## src/rtl/trig_cond_pkg.sv

```systemverilog
package trig_cond_pkg;

  localparam int RUN_W = 4;   // holds N up to 8
  localparam int DIV_W = 6;   // holds sampling divisors up to 32
  localparam int DT_W  = 2;   // dead-time counter, ratio up to 4
  localparam int PSC_W = 2;   // prescaler edge counter, up to 4 edges

  // True when the filter samples at the internal clock rate
  function automatic logic filt_fast(input logic [3:0] code);
    return (code == 4'd1) || (code == 4'd2) || (code == 4'd3);
  endfunction

  // Consecutive agreeing samples needed before the output moves
  function automatic logic [RUN_W-1:0] filt_need(input logic [3:0] code);
    case (code)
      4'd0:                      return RUN_W'(1);
      4'd1:                      return RUN_W'(2);
      4'd2:                      return RUN_W'(4);
      4'd10, 4'd13:              return RUN_W'(5);
      4'd4, 4'd6, 4'd8,
      4'd11, 4'd14:              return RUN_W'(6);
      default:                   return RUN_W'(8);
    endcase
  endfunction

  // Divisor applied on top of the dead-time enable
  function automatic logic [DIV_W-1:0] filt_div(input logic [3:0] code);
    case (code)
      4'd4, 4'd5:                return DIV_W'(2);
      4'd6, 4'd7:                return DIV_W'(4);
      4'd8, 4'd9:                return DIV_W'(8);
      4'd10, 4'd11, 4'd12:       return DIV_W'(16);
      4'd13, 4'd14, 4'd15:       return DIV_W'(32);
      default:                   return DIV_W'(1);
    endcase
  endfunction

  // Rising edges between prescaler output toggles (code 0 unused)
  function automatic logic [PSC_W:0] presc_half(input logic [1:0] code);
    case (code)
      2'd2:    return (PSC_W+1)'(2);
      2'd3:    return (PSC_W+1)'(4);
      default: return (PSC_W+1)'(1);
    endcase
  endfunction

  // Internal clock cycles per dead-time tick
  function automatic logic [DT_W:0] dt_ratio(input logic [1:0] sel);
    case (sel)
      2'd0:    return (DT_W+1)'(1);
      2'd1:    return (DT_W+1)'(2);
      default: return (DT_W+1)'(4);
    endcase
  endfunction

endpackage

```

## src/rtl/trig_sync.sv

```systemverilog
module trig_sync #(
  parameter int STAGES = 2
) (
  input  logic clk,
  input  logic rst_n,
  input  logic pin,
  input  logic invert,
  output logic pol_out
);
  logic [STAGES-1:0] chain;

  generate
    for (genvar g = 0; g < STAGES; g++) begin : g_stage
      if (g == 0) begin : g_first
        always_ff @(posedge clk or negedge rst_n)
          if (!rst_n) chain[0] <= 1'b0;
          else        chain[0] <= pin;
      end else begin : g_next
        always_ff @(posedge clk or negedge rst_n)
          if (!rst_n) chain[g] <= 1'b0;
          else        chain[g] <= chain[g-1];
      end
    end
  endgenerate

  assign pol_out = chain[STAGES-1] ^ invert;
endmodule

```

## src/rtl/trig_presc.sv

```systemverilog
module trig_presc
  import trig_cond_pkg::*;
(
  input  logic       clk,
  input  logic       rst_n,
  input  logic       din,
  input  logic [1:0] code,
  output logic       dout
);
  logic             prev_q;
  logic [PSC_W-1:0] cnt_q;
  logic             tog_q;
  logic             in_edge;
  logic             last_edge;

  assign in_edge   = din & ~prev_q;
  assign last_edge = ({1'b0, cnt_q} + (PSC_W+1)'(1)) >= presc_half(code);

  always_ff @(posedge clk or negedge rst_n) begin
    if (!rst_n) begin
      prev_q <= 1'b0;
      cnt_q  <= '0;
      tog_q  <= 1'b0;
    end else begin
      prev_q <= din;
      if (code == 2'd0) begin
        cnt_q <= '0;
      end else if (in_edge) begin
        if (last_edge) begin
          cnt_q <= '0;
          tog_q <= ~tog_q;
        end else begin
          cnt_q <= cnt_q + PSC_W'(1);
        end
      end
    end
  end

  assign dout = (code == 2'd0) ? din : tog_q;

  AST_PRESC_HOLD: assert property (@(posedge clk) disable iff (!rst_n)
    !(in_edge && code != 2'd0) |=> $stable(tog_q)) else $error("prescaler moved without edge");
endmodule

```

## src/rtl/trig_dtgen.sv

```systemverilog
module trig_dtgen
  import trig_cond_pkg::*;
(
  input  logic       clk,
  input  logic       rst_n,
  input  logic [1:0] sel,
  output logic       dt_en
);
  logic [DT_W-1:0] cnt_q;

  assign dt_en = ({1'b0, cnt_q} + (DT_W+1)'(1)) >= dt_ratio(sel);

  always_ff @(posedge clk or negedge rst_n)
    if (!rst_n)     cnt_q <= '0;
    else if (dt_en) cnt_q <= '0;
    else            cnt_q <= cnt_q + DT_W'(1);

  AST_DT_RATIO1: assert property (@(posedge clk) disable iff (!rst_n)
    (sel == 2'd0) |-> dt_en) else $error("ratio 1 must tick each cycle");
endmodule

```

## src/rtl/trig_filter.sv

```systemverilog
module trig_filter
  import trig_cond_pkg::*;
(
  input  logic       clk,
  input  logic       rst_n,
  input  logic       din,
  input  logic [3:0] code,
  input  logic       dt_en,
  output logic       dout
);
  logic [3:0]       last_code_q;
  logic [DIV_W-1:0] div_q;
  logic [RUN_W-1:0] run_q;
  logic             out_q;
  logic             code_chg;
  logic             div_wrap;
  logic             samp_en;
  logic [RUN_W-1:0] need;

  assign need     = filt_need(code);
  assign code_chg = (code != last_code_q);
  assign div_wrap = (div_q + DIV_W'(1)) >= filt_div(code);
  assign samp_en  = !code_chg && (filt_fast(code) || (dt_en && div_wrap));

  always_ff @(posedge clk or negedge rst_n) begin
    if (!rst_n) begin
      last_code_q <= '0;
      div_q       <= '0;
      run_q       <= '0;
      out_q       <= 1'b0;
    end else if (code_chg) begin
      last_code_q <= code;
      div_q       <= '0;
      run_q       <= '0;
    end else begin
      if (dt_en) div_q <= div_wrap ? '0 : div_q + DIV_W'(1);
      if (samp_en) begin
        if (din == out_q) begin
          run_q <= '0;
        end else if ((run_q + RUN_W'(1)) >= need) begin
          out_q <= din;
          run_q <= '0;
        end else begin
          run_q <= run_q + RUN_W'(1);
        end
      end
    end
  end

  assign dout = out_q;

  AST_FILT_RUN: assert property (@(posedge clk) disable iff (!rst_n)
    (out_q != $past(out_q)) |-> ($past(samp_en) && (int'($past(run_q)) + 1 == int'($past(need)))))
    else $error("filter moved without full run");
  AST_CODE_HOLD: assert property (@(posedge clk) disable iff (!rst_n)
    code_chg |=> $stable(out_q)) else $error("level moved on code change");
endmodule

```

## src/rtl/ext_trig_conditioner.sv

```systemverilog
module ext_trig_conditioner #(
  parameter int SYNC_STAGES = 2
) (
  input  logic       clk,
  input  logic       rst_n,
  input  logic       trig_pin,
  input  logic       cfg_invert,
  input  logic [1:0] cfg_presc,
  input  logic [3:0] cfg_filt,
  input  logic [1:0] cfg_dt_sel,
  output logic       trig_level,
  output logic       trig_rise
);
  logic pol_sig;
  logic psc_sig;
  logic dt_en;
  logic filt_sig;
  logic filt_prev_q;

  trig_sync #(.STAGES(SYNC_STAGES)) u_sync (
    .clk(clk), .rst_n(rst_n), .pin(trig_pin), .invert(cfg_invert), .pol_out(pol_sig)
  );

  trig_presc u_presc (
    .clk(clk), .rst_n(rst_n), .din(pol_sig), .code(cfg_presc), .dout(psc_sig)
  );

  trig_dtgen u_dt (
    .clk(clk), .rst_n(rst_n), .sel(cfg_dt_sel), .dt_en(dt_en)
  );

  trig_filter u_filt (
    .clk(clk), .rst_n(rst_n), .din(psc_sig), .code(cfg_filt), .dt_en(dt_en), .dout(filt_sig)
  );

  always_ff @(posedge clk or negedge rst_n)
    if (!rst_n) filt_prev_q <= 1'b0;
    else        filt_prev_q <= filt_sig;

  assign trig_level = filt_sig;
  assign trig_rise  = filt_sig & ~filt_prev_q;

  AST_RISE_SINGLE: assert property (@(posedge clk) disable iff (!rst_n)
    trig_rise |=> !trig_rise) else $error("rise pulse wider than one cycle");
  AST_RISE_AFTER_LOW: assert property (@(posedge clk) disable iff (!rst_n)
    $rose(trig_level) |-> trig_rise) else $error("missed rise pulse");
endmodule

```

## config.mk

```make
export PLATFORM = sky130hd
export DESIGN_NAME = ext_trig_conditioner
export DESIGN_NICKNAME = d
export VERILOG_FILES = /design/src/rtl/trig_cond_pkg.sv /design/src/rtl/trig_sync.sv /design/src/rtl/trig_presc.sv /design/src/rtl/trig_dtgen.sv /design/src/rtl/trig_filter.sv /design/src/rtl/ext_trig_conditioner.sv
export SDC_FILE = /design/constraint.sdc
export NUM_CORES = 1
export LEC_CHECK = 0
export CAP_MARGIN = 20
export CELL_PAD_IN_SITES_DETAIL_PLACEMENT = 1
export CELL_PAD_IN_SITES_GLOBAL_PLACEMENT = 1
export CORE_MARGIN = 2
export CORE_UTILIZATION = 45
export DETAILED_ROUTE_END_ITERATION = 8
export GPL_TIMING_DRIVEN = 0
export PLACE_DENSITY_LB_ADDON = 0.1
export SYNTH_ARGS = -nofsm -noshare
export SYNTH_HDL_FRONTEND = slang
export SYNTH_SLANG_ARGS = --single-unit
```

## constraint.sdc

```tcl
create_clock -name clk -period 2.85 [get_ports clk]
set_clock_uncertainty 0.05 [all_clocks]
set_input_delay 0.4275 -clock clk [delete_from_list [all_inputs] [get_ports clk]]
set_output_delay 0.4275 -clock clk [all_outputs]
set_load 0.1 [all_outputs]
```

==> results of run 1 <==
## timing repair
action / 4_1_cts / 5_1_grt
hold endpoints to repair: 0 / 0
gates cloned: 0 / 0
setup endpoints to repair: 9 / 4
pin swaps: 1 / 1
resized for setup: 4 / 4
## synth_stat cells, types with 2 or more instances
master and instances:
nor2_1 15, xnor2_1 9, dfrtp_1 24, and2_1 2, nand4_1 2, nand2_1 12, nand2b_1 5, a22oi_1 2
o21ai_0 10, mux2_2 2, nor3_1 4, nand3_1 9, inv_1 12, buf_2 3, a21oi_1 8, clkbuf_1 5
nor2b_1 2, mux2i_1 3, a21o_1 3, o31ai_1 2, xor2_1 3, nand3b_1 3, ha_1 26, o21ai_2 2
## cell families after synthesis
| kind of cell | Yosys count | share of synthesized area (%) |
|---|---|---|
| AND/OR/NAND/NOR | 61 | 18.0 |
| flip-flops | 24 | 34.2 |
| multiplexers | 5 | 2.99 |
| buffers and inverters | 21 | 4.91 |
| adder cells (fa/ha/maj) | 26 | 18.5 |
| AO/OA/AOI/OAI | 36 | 15.4 |
| XOR/XNOR | 12 | 5.98 |
## layout make-up
type | count | area, um2
Multi-Input combinational cell | 140 | 1070
Inverter | 12 | 45.0
Clock buffer | 3 | 41.3
Timing Repair Buffer | 13 | 129
Clock inverter | 1 | 30.0
Sequential cell | 24 | 601
Tap cell | 48 | 60.1
Fill cell | 451 | 1690
Buffer | 9 | 43.8
## per-stage QoR
step	hold slack, ns	total power [mW]	instances	worst slack (ns)	util (%)
final	0.295	1.20	250	0.194	54.4
after global routing	0.308	1.27	250	0.00733	54.4
after CTS	0.304	1.21	249	0.00465	54.1
after detailed placement	0.286	0.898	245	-0.535	52.2
after global placement	0.287	0.869	245	-0.375	52.2
after floorplan	0.0819	0.774	185	0.396	-
## critical path: stages
cell and delay [ns]:
clkdlybuf4s15_1 0.31, inv_1 0.17, ha_1 0.23, a21boi_0 0.17, o21ai_1 0.10, ha_1 0.30
nand2b_1 0.14, a211oi_1 0.24, o21bai_1 0.14, nor3_2 0.33, o211ai_1 0.17, o21ai_2 0.08
## routing by layer
layer,wire length [um],share of wire (%),vias up
met3,81,2.3,0
met4,0,0,0
met2,1870,52,13
li1,-,-,673
met1,1630,45,666
met5,0,0,-
## registers in the layout (all words and copies together) (netlist names)
name / cells
u_filt.run_q: 4
u_presc.cnt_q: 2
u_filt.last_code_q: 4
u_filt.div_q: 6
u_presc.tog_q: 1
u_presc.prev_q: 1
u_dt.cnt_q: 2
u_filt.dout: 1
u_sync.chain: 2
filt_prev_q: 1
## worst min-delay path by stage
stage / end / startpoint / depth (start not counted) / slack [ns]
floorplan: filt_prev_q$_DFF_PN0_ / rst_n / 0 / 0.08
global placement: u_sync.chain[1]$_DFF_PN0_ / u_sync.chain[0]$_DFF_PN0_ / 0 / 0.29
detailed placement: u_sync.chain[1]$_DFF_PN0_ / u_sync.chain[0]$_DFF_PN0_ / 0 / 0.29
CTS: u_sync.chain[1]$_DFF_PN0_ / u_sync.chain[0]$_DFF_PN0_ / 0 / 0.30
global route: u_sync.chain[1]$_DFF_PN0_ / u_sync.chain[0]$_DFF_PN0_ / 0 / 0.31
finish: u_sync.chain[1]$_DFF_PN0_ / u_sync.chain[0]$_DFF_PN0_ / 0 / 0.29
## report_power, final
| part | internal (mW) | switching, mW | total (mW) |
|---|---|---|---|
| clock network | 0.188 | 0.114 | 0.302 |
| registers | 0.382 | 0.0276 | 0.410 |
| logic | 0.196 | 0.287 | 0.483 |
| total | 0.766 | 0.429 | 1.20 |
==> results by group, run 1 <==
Global route
  – Initial antenna violation count: 0
  – Grt met3 use: 3.55%
  – Global Route met2 Usage: 36.5%
  – First-pass GRT wire length: 6420 um
  – Largest net degree at the start of global routing: 25
  – GRT Util Overall: 18.8%
  – Met1 GRT Util: 21.6%
  – Vias in the first global route: 1512
  – GRT Residual Overflow: 0
  – GRT busiest layer: met2

CTS
  – TritonCTS buffer count: 3
  – TritonCTS clock tree: done
  – Root Buffer: clkbuf_8
  – CTS Sinks: 24
  – CTS hold repair buffers: 0
  – Post-CTS Setup Bufs: 0
  – Clk slew on worst S/H paths: 0.09 ns
  – Longest Clk Path Bufs: 2
  – Clock latency at the later pin of the worst-skew pair: 0.27 ns
  – H-tree lvl count: 1

Placement
  – Placement Cell Area: 0.00194 mm2
  – Gpl congestion: 0.797
  – PortBufs: 12
  – Detailed placement HPWL: 2850 um

Worst setup path
  – Reg2reg start: u_filt.div_q[0]$_DFFE_PN0P_
  – Crit path launch type: input pin
  – Arr. time, crit path: 2.81 ns
  – CP endpoint kind: register
  – CP required: 3.01 ns
  – R2R Path End: u_filt.dout$_DFFE_PN0P_
  – CP Capture Point: u_filt.run_q[2]$_DFFE_PN0P_
  – Worst setup path startpoint: cfg_filt[1]
  – Worst reg-to-reg setup slack: 0.42 ns
  – Crit-path max FO: 7
  – Reg2Reg Depth: 9
  – Crit path kind: in2reg

Floorplanning
  – Row count: 22
  – Initial Utilization: 47.3%
  – Die area: 0.00442 mm2
  – Ports: 14
  – Die Wd: 66.5 um
  – Core Box Area: 0.00372 mm2
  – Die height: 66.5 um

STA
  – Final setup fails: 0
  – Max-slew headroom: 34.9%
  – Setup TNS: 0 ns
  – Period minus WS final: 2.66 ns
  – Worst slew pin tran: 0.973 ns
  – Final Max Tran Viols: 0
  – RSZ-0062 raised after global routing: false
  – Tcrit/Tclk final: 93.2%
  – Fmax: 0.376 GHz
  – Final hold vios: 0

Synth
  – Synthesized flop and latch total: 24
  – Number of distinct library cells after synthesis: 41
  – Post-synthesis sequential area ratio: 34.2%
  – Most used DFF post-synth: dfrtp_1
  – Post-Syn Area: 0.00176 mm2
  – Yosys top cell area share: 34.2%
  – Syn_area_per_cell: 9.50 um2
  – Async S/R FF share, synth: 100%
  – Post-synthesis cell count: 185
  – Synth area leaders: dfrtp_1 (34%), ha_1 (19%), xnor2_1 (4.5%)
  – Yosys top cell by area: dfrtp_1
  – Post-synth EDFFs: 0
  – Yosys warns: 0
  – Net Count, Synth: 223

Detailed routing
  – Starting DRT DRC Count: 39
  – 1st-pass router iterations: 2
  – Post-DRT Antenna Nets: 0
  – DR WL/cell: 14.3 um
  – Final WL: 3580 um
  – Via count: 1352
  – Via density: 5.41
  – DRC: 0

Min path
  – HP Class: reg2reg

Cells and area
  – Final nets: 241
  – Commonest non-fill, non-tap cell in the layout: ha_1
  – Design area: 0.00202 mm2
  – Most frequent cells in the layout: ha_1 (26), dfrtp_1 (24), nor2_1 (14)
  – Area delta synth->final: 15.1%
  – Layout cells sized above 1: 11.9%
  – ANT cells: 0

Power and ir drop
  – Leak: 0.917 nW
  – Peak supply drop: 0.450 mV
  – P per Cell Area: 591 mW/mm2

Run status
  – Outcome: finished, final reports clean

Flow run
  – Max_cap viols: 0
(Power assumes the default switching activity.)
==> inputs of run 2 (changes only) <==
PLACE_DENSITY_LB_ADDON = 0.15   (was 0.1)
==> results by group, run 2 (synthesized netlist as in run 1, its figures left out) <==
Run status
  – Outcome: finished, final reports clean

CTS
  – TritonCTS buffer count: 3
  – Root Buffer: clkbuf_8
  – Post-CTS Setup Bufs: 0
  – Clk slew on worst S/H paths: 0.09 ns
  – Longest Clk Path Bufs: 2
  – H-tree lvl count: 1
  – Clock latency at the later pin of the worst-skew pair: 0.27 ns
  – TritonCTS clock tree: done
  – CTS Sinks: 24

Detailed routing
  – Final WL: 3770 um
  – Post-DRT Antenna Nets: 0
  – 1st-pass router iterations: 4
  – DR WL/cell: 15.1 um
  – Starting DRT DRC Count: 31
  – Via density: 5.42
  – DRC: 0
  – Via count: 1354

Worst setup path
  – CP required: 3.00 ns
  – Crit path launch type: input pin
  – Crit path kind: in2reg
  – CP endpoint kind: register
  – Arr. time, crit path: 2.80 ns
  – Crit-path max FO: 10
  – Worst reg-to-reg setup slack: 0.41 ns
  – Reg2Reg Depth: 9

Cells and area
  – Final nets: 241
  – Register Area: 601 um2
  – Number of flip-flops in the largest register: 6
  – Most frequent cells in the layout: ha_1 (26), dfrtp_1 (24), nor2_1 (14)
  – Design area: 0.00203 mm2
  – Layout cells sized above 1: 12.4%
  – Top reg by flops: u_filt.div_q
  – Area delta synth->final: 15.6%
  – Commonest non-fill, non-tap cell in the layout: ha_1
  – ANT cells: 0
  – Final core utilization: 54.7%
  – Top flop regs: u_filt.div_q (6), u_filt.last_code_q (4), u_filt.run_q (4)
  – Multi-input logic area: 0.00107 mm2
  – FILL cells: 434

Floorplanning
  – Core Box Area: 0.00372 mm2
  – Die Wd: 66.5 um
  – Initial Utilization: 47.3%
  – Die area: 0.00442 mm2
  – Ports: 14
  – Die height: 66.5 um
  – Row count: 22

STA
  – Worst slew pin tran: 0.961 ns
  – Max-slew headroom: 35.7%
  – Fmax: 0.378 GHz
  – Final hold vios: 0
  – Period minus WS final: 2.65 ns
  – Final setup fails: 0
  – Tcrit/Tclk final: 92.9%
  – RSZ-0062 raised after global routing: false
  – Final Max Tran Viols: 0

Placement
  – Gpl congestion: 0.774
  – PortBufs: 12
  – Placement Cell Area: 0.00194 mm2
  – Detailed placement HPWL: 3030 um

Global route
  – Vias in the first global route: 1481
  – GRT Residual Overflow: 0
  – GRT Util Overall: 19.3%
  – Largest net degree at the start of global routing: 25
  – First-pass GRT wire length: 6470 um
  – Initial antenna violation count: 0

Flow run
  – Max_cap viols: 0

Min path
  – Hold path depth: 0
  – HP Class: reg2reg

Power and ir drop
  – Pwr Total: 1.19 mW
  – P per Cell Area: 586 mW/mm2
  – Peak supply drop: 0.386 mV
  – Leak: 0.921 nW
==> run 2: final cells by class <==
cell class | count | share of cell area [%]
multi-input combinational | 140 | 52.8
sequential | 24 | 29.6
timing repair buffer | 13 | 6.77
tap | 48 | 2.96
inverter | 12 | 2.22
buffer | 9 | 2.16
clock buffer | 3 | 2.03
clock inverter | 1 | 1.48
==> run 2: timing repair <==
item	in CTS	in global routing
cloned	0	0
gates resized for setup	5	5
hold buffers	0	0
endpoints found under the setup margin	9	4
pin swaps	1	1
==> run 2: power by group <==
group / leakage [nW] / switching [mW] / total [mW] / internal [mW]
Combinational: 0.582 / 0.288 / 0.485 / 0.197
Sequential: 0.304 / 0.0278 / 0.410 / 0.382
Clock: 0.0357 / 0.108 / 0.296 / 0.188
==> run 2: critical path: stages <==
cell and delay [ns]:
clkdlybuf4s15_1 0.32, buf_4 0.22, inv_1 0.11, a21boi_0 0.23, o21ai_1 0.11, ha_1 0.28
nand2b_1 0.14, a211oi_1 0.24, o21bai_1 0.14, nor3_2 0.31, o211ai_1 0.18, o21ai_2 0.09
==> run 2: worst paths after layout <==
path	start	endpoint
worst max-delay path	cfg_filt[3]	u_filt.run_q[2]$_DFFE_PN0P_
worst min-delay path	u_sync.chain[0]$_DFF_PN0_	u_sync.chain[1]$_DFF_PN0_
worst max register to register	u_filt.div_q[0]$_DFFE_PN0P_	u_filt.dout$_DFFE_PN0P_
worst min register to register	u_sync.chain[0]$_DFF_PN0_	u_sync.chain[1]$_DFF_PN0_
max in group asynchronous	rst_n	u_filt.div_q[0]$_DFFE_PN0P_
min in group asynchronous	rst_n	u_filt.run_q[2]$_DFFE_PN0P_
==> run 2: through the flow <==
step / hold slack [ns] / setup TNS (ns) / instances / worst slack (ns)
5_1_grt: 0.317 / 0 / 250 / 0.0132
2_1_floorplan: 0.0819 / 0 / 185 / 0.396
4_1_cts: 0.315 / 0 / 249 / 0.0167
6_report: 0.305 / 0 / 250 / 0.202
3_5_place_dp: 0.302 / -4.23 / 245 / -0.531
3_3_place_gp: 0.286 / -2.65 / 245 / -0.366
==> run 2: per-layer routing <==
layer / track usage (%) / part of all wire (%) / routed length (um) / vias up
li1: - / - / - / 671
met1: 20.2 / 39 / 1490 / 666
met2: 38.9 / 57 / 2160 / 15
met3: 4.05 / 2.8 / 105 / 2
met4: 4.08 / 0.37 / 14 / 0
met5: 0 / 0 / 0 / -
==> inputs of run 3 (changes only) <==
GPL_TIMING_DRIVEN = default   (was 0)
==> results by group, run 3 (synthesized netlist as in run 1, its figures left out) <==
Worst setup path
  – Crit path launch type: input pin
  – Reg2reg start: u_filt.div_q[0]$_DFFE_PN0P_
  – Worst reg-to-reg setup slack: 0.32 ns
  – CP Capture Point: u_filt.div_q[3]$_DFFE_PN0P_
  – CP required: 2.94 ns
  – Worst setup path startpoint: cfg_filt[1]
  – R2R Path End: u_filt.div_q[3]$_DFFE_PN0P_
  – CP endpoint kind: register
  – Crit path kind: in2reg
  – Arr. time, crit path: 2.85 ns
  – Reg2Reg Depth: 10
  – Crit-path max FO: 4

Global route
  – Initial antenna violation count: 0
  – Vias in the first global route: 1477
  – First-pass GRT wire length: 6750 um
  – GRT Residual Overflow: 0
  – GRT Util Overall: 20.3%
  – Largest net degree at the start of global routing: 25

Detailed routing
  – Via count: 1394
  – DR WL/cell: 15.0 um
  – Post-DRT Antenna Nets: 0
  – Via density: 5.42
  – DRC: 0
  – Starting DRT DRC Count: 45
  – Final WL: 3850 um
  – 1st-pass router iterations: 4

Floorplanning
  – Core Box Area: 0.00372 mm2
  – Ports: 14
  – Die Wd: 66.5 um
  – Row count: 22
  – Initial Utilization: 47.3%
  – Die height: 66.5 um
  – Die area: 0.00442 mm2

CTS
  – Clk slew on worst S/H paths: 0.09 ns
  – CTS hold repair buffers: 0
  – CTS Sinks: 24
  – TritonCTS clock tree: done
  – TritonCTS buffer count: 3
  – H-tree lvl count: 1
  – Longest Clk Path Bufs: 2
  – Clock latency at the later pin of the worst-skew pair: 0.27 ns
  – Root Buffer: clkbuf_8

Cells and area
  – Commonest non-fill, non-tap cell in the layout: ha_1
  – Top reg by flops: u_filt.div_q
  – Top flop regs: u_filt.div_q (6), u_filt.last_code_q (4), u_filt.run_q (4)
  – Most frequent cells in the layout: ha_1 (26), dfrtp_1 (24), buf_4 (17)
  – Area delta synth->final: 20.3%
  – Final nets: 248
  – ANT cells: 0
  – Layout cells sized above 1: 18.7%
  – Design area: 0.00211 mm2
  – FILL cells: 441
  – Number of flip-flops in the largest register: 6

Placement
  – Gpl congestion: 0.815
  – Placement Cell Area: 0.00204 mm2
  – Dpl ws: -0.147 ns
  – Detailed placement HPWL: 3190 um
  – PortBufs: 13

Power and ir drop
  – P per Cell Area: 581 mW/mm2
  – Clk pwr share: 24.2%
  – Sw power: 0.427 mW
  – Sw Ratio: 34.8%
  – Seq pwr share: 33.4%
  – Internal power: 0.801 mW
  – Pwr Total: 1.23 mW
  – Leak: 0.972 nW
  – Peak supply drop: 0.364 mV
  – Combinational power share: 42.5%

Flow run
  – Max_cap viols: 0

STA
  – Fmax: 0.362 GHz
  – Final hold slack: 0.311 ns
  – Period minus WS final: 2.76 ns
  – Final hold vios: 0
  – Setup TNS: 0 ns
  – Tcrit/Tclk final: 96.9%
  – Worst slew pin tran: 0.368 ns
  – Final Max Tran Viols: 0
  – Final setup fails: 0
  – RSZ-0062 raised after global routing: true
  – Max-slew headroom: 75.4%
  – Final setup margin: 0.0878 ns

Min path
  – HP Class: reg2reg

Run status
  – Outcome: finished, final reports clean
run 3: worst max-delay path, cell delays in order:
cell             delay (ns)
clkdlybuf4s50_1        0.48
buf_4                  0.19
or3_1                  0.40
ha_1                   0.32
nand4_1                0.14
o221a_4                0.32
buf_4                  0.14
and2_1                 0.14
o21ai_0                0.18
a21oi_1                0.11
run 3: worst min path at each step:
stage / from / to / cells past startpoint
CTS: u_sync.chain[0]$_DFF_PN0_ / u_sync.chain[1]$_DFF_PN0_ / 0
floorplan: rst_n / filt_prev_q$_DFF_PN0_ / 0
global placement: u_sync.chain[0]$_DFF_PN0_ / u_sync.chain[1]$_DFF_PN0_ / 0
finish: u_sync.chain[0]$_DFF_PN0_ / u_sync.chain[1]$_DFF_PN0_ / 0
detailed placement: u_sync.chain[0]$_DFF_PN0_ / u_sync.chain[1]$_DFF_PN0_ / 0
global route: u_sync.chain[0]$_DFF_PN0_ / u_sync.chain[1]$_DFF_PN0_ / 0
run 3: timing repair:
action,CTS,global route
buffers inserted,0,0
setup endpoints to repair,0,6
resized for setup,0,3
run 3: power groups by stage:
stage	Clock, mW	Combinational [mW]	Sequential [mW]
3_3_place_gp	0	0.496	0.414
5_1_grt	0.324	0.578	0.415
6_report	0.297	0.522	0.410
4_1_cts	0.307	0.525	0.411
3_5_place_dp	0	0.519	0.418
2_1_floorplan	0	0.335	0.439
run 3: layout make-up:
type                            count  area (um2)  share of cell area (%)
Timing Repair Buffer               29         258                    12.2
Multi-Input combinational cell    140        1080                    51.1
Clock buffer                        3        41.3                    1.95
Inverter                           12        45.0                    2.13
Clock inverter                      1        30.0                    1.42
Sequential cell                    24         601                    28.4
Tap cell                           48        60.1                    2.84
run 3: per-stage QoR:
step / std cells / utilization [%]
finish: 257 / 56.9
global route: 257 / 56.9
CTS: 257 / 56.7
detailed placement: 253 / 54.8
global placement: 253 / 54.8
floorplan: 185 / -
run 3: layer usage:
layer | vias up | global-route usage, % | share of wire (%) | routed length, um
li1 | 687 | - | - | -
met1 | 688 | 22.8 | 41 | 1560
met2 | 15 | 39.0 | 56 | 2160
met3 | 4 | 4.22 | 2.4 | 94
met4 | 0 | 4.08 | 0.83 | 32
met5 | - | 0 | 0 | 0
